**src/rtl/io_port_pkg.sv**
```systemverilog
package io_port_pkg;

   localparam int LANE_W = 8;

   typedef enum logic [0:0] {
      PORT_WORD = 1'b0,
      PORT_BYTE = 1'b1
   } port_mode_e;

   // Lowest address bit that takes part in the match for a given mode.
   function automatic int first_decoded_bit(port_mode_e mode);
      return (mode == PORT_BYTE) ? 1 : 0;
   endfunction

endpackage

```
**src/rtl/io_addr_match.sv**
```systemverilog
// Product-term address match: every decoded line is inverted when the base
// expects 0 there, then all decoded lines are ANDed.
module io_addr_match #(
   parameter int              FIELD_W = 8,
   parameter logic [FIELD_W-1:0] FIELD_BASE = '0
) (
   input  logic [FIELD_W-1:0] addr_field,
   output logic               hit
);

   logic [FIELD_W-1:0] term;

   for (genvar i = 0; i < FIELD_W; i++) begin : g_term
      if (FIELD_BASE[i]) begin : g_one
         assign term[i] = addr_field[i];
      end else begin : g_zero
         assign term[i] = ~addr_field[i];
      end
   end

   assign hit = &term;

endmodule

```
**src/rtl/io_out_latch.sv**
```systemverilog
// Per-lane output register with synchronous reset.
module io_out_latch #(
   parameter int LANES  = 2,
   parameter int LANE_W = 8
) (
   input  logic                    clk,
   input  logic                    rst,
   input  logic                    wr_fire,
   input  logic [LANES-1:0]        lane_en,
   input  logic [LANES*LANE_W-1:0] wdata,
   output logic [LANES*LANE_W-1:0] q
);

   for (genvar k = 0; k < LANES; k++) begin : g_lane
      always_ff @(posedge clk) begin
         if (rst) begin
            q[k*LANE_W +: LANE_W] <= '0;
         end else if (wr_fire && lane_en[k]) begin
            q[k*LANE_W +: LANE_W] <= wdata[k*LANE_W +: LANE_W];
         end
      end
   end

endmodule

```
**src/rtl/io_rd_mux.sv**
```systemverilog
// Read return: each lane is gated by the select and its lane enable,
// so a port that is not addressed drives all zeros.
module io_rd_mux #(
   parameter int LANES  = 2,
   parameter int LANE_W = 8
) (
   input  logic                    rd_fire,
   input  logic [LANES-1:0]        lane_en,
   input  logic [LANES*LANE_W-1:0] dev_in,
   output logic [LANES*LANE_W-1:0] rdata,
   output logic                    rdata_oe
);

   for (genvar k = 0; k < LANES; k++) begin : g_lane
      always_comb begin
         if (rd_fire && lane_en[k]) begin
            rdata[k*LANE_W +: LANE_W] = dev_in[k*LANE_W +: LANE_W];
         end else begin
            rdata[k*LANE_W +: LANE_W] = '0;
         end
      end
   end

   assign rdata_oe = rd_fire;

endmodule

```
**src/rtl/io_port_dec.sv**
```systemverilog
module io_port_dec #(
   parameter int                      ADDR_W    = 16,
   parameter int                      DATA_W    = 16,
   parameter int                      IGNORE_HI = 8,
   parameter io_port_pkg::port_mode_e MODE      = io_port_pkg::PORT_WORD,
   parameter logic [ADDR_W-1:0]       BASE      = 16'h0040
) (
   input  logic              clk,
   input  logic              rst,
   input  logic [ADDR_W-1:0] bus_addr,
   input  logic              bus_rd,
   input  logic              bus_wr,
   input  logic [DATA_W-1:0] bus_wdata,
   output logic [DATA_W-1:0] bus_rdata,
   output logic              bus_rdata_oe,
   input  logic [DATA_W-1:0] dev_in,
   output logic [DATA_W-1:0] dev_out
);

   localparam int LANE_W  = io_port_pkg::LANE_W;
   localparam int LANES   = DATA_W / LANE_W;
   localparam int LOW_BIT = io_port_pkg::first_decoded_bit(MODE);
   localparam int TOP_BIT = ADDR_W - 1 - IGNORE_HI;
   localparam int FIELD_W = TOP_BIT - LOW_BIT + 1;

   // Elaboration-time parameter checks
   if (IGNORE_HI < 0 || IGNORE_HI > 8) begin : g_bad_ignore
      $error("io_port_dec: IGNORE_HI must lie in 0..8");
   end
   if (DATA_W % LANE_W != 0) begin : g_bad_width
      $error("io_port_dec: DATA_W must be a whole number of bytes");
   end
   if (MODE == io_port_pkg::PORT_BYTE && LANES != 2) begin : g_bad_byte
      $error("io_port_dec: byte mode needs a two-lane data bus");
   end
   if (BASE[0] != 1'b0) begin : g_bad_align
      $error("io_port_dec: BASE must be even");
   end

   logic             hit;
   logic [LANES-1:0] lane_en;
   logic             rd_fire;
   logic             wr_fire;

   io_addr_match #(
      .FIELD_W   (FIELD_W),
      .FIELD_BASE(BASE[TOP_BIT:LOW_BIT])
   ) u_match (
      .addr_field(bus_addr[TOP_BIT:LOW_BIT]),
      .hit       (hit)
   );

   if (MODE == io_port_pkg::PORT_BYTE) begin : g_byte_lanes
      assign lane_en = bus_addr[0] ? 2'b10 : 2'b01;
   end else begin : g_word_lanes
      assign lane_en = '1;
   end

   assign rd_fire = hit & bus_rd;
   assign wr_fire = hit & bus_wr;

   io_out_latch #(
      .LANES (LANES),
      .LANE_W(LANE_W)
   ) u_latch (
      .clk    (clk),
      .rst    (rst),
      .wr_fire(wr_fire),
      .lane_en(lane_en),
      .wdata  (bus_wdata),
      .q      (dev_out)
   );

   io_rd_mux #(
      .LANES (LANES),
      .LANE_W(LANE_W)
   ) u_rd (
      .rd_fire (rd_fire),
      .lane_en (lane_en),
      .dev_in  (dev_in),
      .rdata   (bus_rdata),
      .rdata_oe(bus_rdata_oe)
   );

endmodule

```
**config.mk**
```make
export PLATFORM = sky130hd
export DESIGN_NAME = io_port_dec
export DESIGN_NICKNAME = d
export VERILOG_FILES = /design/src/rtl/io_port_pkg.sv /design/src/rtl/io_addr_match.sv /design/src/rtl/io_out_latch.sv /design/src/rtl/io_rd_mux.sv /design/src/rtl/io_port_dec.sv
export SDC_FILE = /design/constraint.sdc
export NUM_CORES = 1
export LEC_CHECK = 0
export ABC_AREA = 1
export CORE_MARGIN = 1
export CORE_UTILIZATION = 27
export CTS_CLUSTER_DIAMETER = 30
export DETAILED_ROUTE_END_ITERATION = 10
export PLACE_DENSITY_LB_ADDON = 0.25
export SLEW_MARGIN = 20
export SYNTH_ARGS = -nofsm -noshare
export SYNTH_HDL_FRONTEND = slang
export SYNTH_SLANG_ARGS = --single-unit
```
**constraint.sdc**
```tcl
create_clock -name clk -period 1 [get_ports clk]
set_input_delay 0.15 -clock clk [delete_from_list [all_inputs] [get_ports clk]]
set_output_delay 0.15 -clock clk [all_outputs]
set_load 0.005 [all_outputs]
```
==> flow_summary.json <==
{
  "max_cap_viol_count": 0,
  "cts_hold_buf": 0,
  "max_slew_margin_pct": 78.9,
  "grt_antenna_before_repair": 0,
  "grt_max_degree": 33,
  "violations": "negative setup slack",
  "setup_viol_count_final": 19,
  "synth_top_cell_area_share_pct": 35.8,
  "fin_nets": 288,
  "clk_pin_slew_ps": 90,
  "synthXorXnorAreaFrac_pct": 0,
  "synthTopCellsByCount": "nor2_1 (36), inv_1 (35), nand2_1 (18)",
  "htree_levels": 1,
  "peakVddDrop_mv": 0.901,
  "regMostFlops": "u_latch.q",
  "final_util_pct": 61.9,
  "syn_to_final_growth_pct": 115,
  "yosysTopAreaCell": "dfxtp_1",
  "reg2reg_from": "u_latch.q[5]",
  "power.density_nw_per_um2": 710,
  "layout_min_cycle_time_ps": 1260,
  "drv_slew": 0,
  "die_area_um2": 3550,
  "syn_inst": 147,
  "grt_pass1_vias": 951,
  "numCtsBuffers": 3,
  "dp_hpwl_mm": 1.83,
  "timing.final.ws_setup_ps": -263,
  "drive_gt1_share_pct": 46.0,
  "synth_top_family_by_area": "simple AND/OR/NAND/NOR gates",
  "path_class": "primary input to output port",
  "synthFlopType": "dfxtp_1",
  "yosys.area_share.simple_pct": 34.1,
  "drt-total-wl_mm": 3.25,
  "power.total_mw": 1.36,
  "io-pin-count": 85,
  "syn_avg_cell_area_um2": 6.09,
  "cts_buffer_depth": 2,
  "avgRoutedWirePerCell_um": 11.6,
  "ys_seq_area_share_pct": 35.8,
  "place_ws_ps": -842,
  "synth_compound_area_share_pct": 8.95,
  "drtPass1Iterations": 4,
  "synth-edff-count": 0,
  "fin_area_um2": 1920,
  "crit_path_start": "bus_addr[0]",
  "synth_nets": 199,
  "startpoint_type": "primary input",
  "grt_usage_pct": 16.0,
  "post-synth-top-count-cell": "nor2_1",
  "yosysWarnings": 0,
  "start_util_pct": 28.8,
  "hp-class": "flip-flop to flip-flop",
  "arrival_ps": 1110,
  "p_leak_nw": 0.972,
  "place_area_um2": 1680,
  "synthAdderAreaFrac_pct": 0,
  "clkSinkCount": 16,
  "grt_overflow": 0,
  "async_flop_share_pct": 0,
  "netlist_area_um2": 895,
  "cts_tree": "built",
  "finalCritPeriodShare_pct": 126,
  "routabilityCongestion": 0.729,
  "die_x_um": 59.6,
  "whs_ps": 476,
  "io_buffers": 76,
  "die_h_um": 59.6,
  "reg_top3": "u_latch.q: 16 flops",
  "worst_setup_path_end_kind": "output port",
  "row_count": 20,
  "min_from": "u_latch.q[4]",
  "fill_cells": 331,
  "rsz0062_at_grt": "yes",
  "ys_ff_latch": 16,
  "dp.cells": 261,
  "tightest_slew_ps": 317,
  "tns_ps": -2910,
  "ant_nets": 0,
  "insertion_delay_ps": 290,
  "synthMuxAreaShare_pct": 0,
  "critPathMaxFanout": 3,
  "core_um2": 3100,
  "layout.cells.non_filler": 279,
  "synth_cell_types": 13,
  "status": "finished with violations",
  "antenna_cells": 0,
  "skew_ps": 0,
  "drt_iter0_markers": 30,
  "root_buffer": "clkbuf_4",
  "required_ps": 850,
  "finalHoldViolations": 0,
  "ys_top_cells_by_area": "dfxtp_1 (36%), nor2_1 (15%), inv_1 (15%)",
  "drc": 0,
  "vias_per_cell": 4.19,
  "largest_reg_flops": 16,
  "num_vias": 1169,
  "grt_pass1_wl_mm": 4.32,
  "clock.fmax_ghz": 0.792
}
-- worst paths after layout --
check                        to  slack (ps)  cells past startpoint
hold reg to reg    u_latch.q[4]         480                      2
setup / recovery  bus_rdata[15]        -260                      9
setup reg to reg   u_latch.q[5]         400                      2
hold / removal     u_latch.q[4]         480                      2
-- repair_timing --
action,CTS,global route
resized for setup,152,57
endpoints found under the setup margin,49,46
cloned,2,3
buffers inserted,7,2
pin swaps,17,19
-- cell families after synthesis --
logic type      count (synthesis)
compound gates                 16
buf+inv                        43
flops                          16
simple gates                   72
-- layer usage --
layer	global-route usage [%]	part of all wire, %	vias up
li1	-	-	611
met1	19.4	42	513
met2	27.9	51	43
met3	5.02	7.1	2
met4	2.99	0.49	0
met5	0	0	-
-- cell usage in the layout (no fill, tap or decap), drive strengths merged --
cell type,instances
dlygate4sd2,1
clkinvlp,1
nand2,21
dfxtp,16
clkbuf,19
nor2,37
inv,34
nand3,16
clkdlybuf4s50,34
clkdlybuf4s15,3
a21oi,16
buf,37
-- layout make-up --
cell class	count	area, um2	area share [%]
tap	44	55.1	2.86
sequential	16	340	17.7
inverter	35	135	7.03
timing repair buffer	90	820	42.6
multi-input combinational	90	536	27.9
clock buffer	4	36.3	1.89
-- critical path, cell delays in order --
cell	delay, ps
buf_6	90
nor2_2	120
nand2_2	70
nor2_4	160
buf_6	130
nand2_4	50
buf_6	140
nor2_2	80
buf_2	120
-- power by group --
part	leakage (nW)	total [mW]	switching (mW)	internal, mW
sequential	0.137	0.638	0.000729	0.638
clock	0.0210	0.425	0.203	0.222
combinational	0.813	0.301	0.117	0.184
No activity file was read; power rests on OpenSTA's default activity.
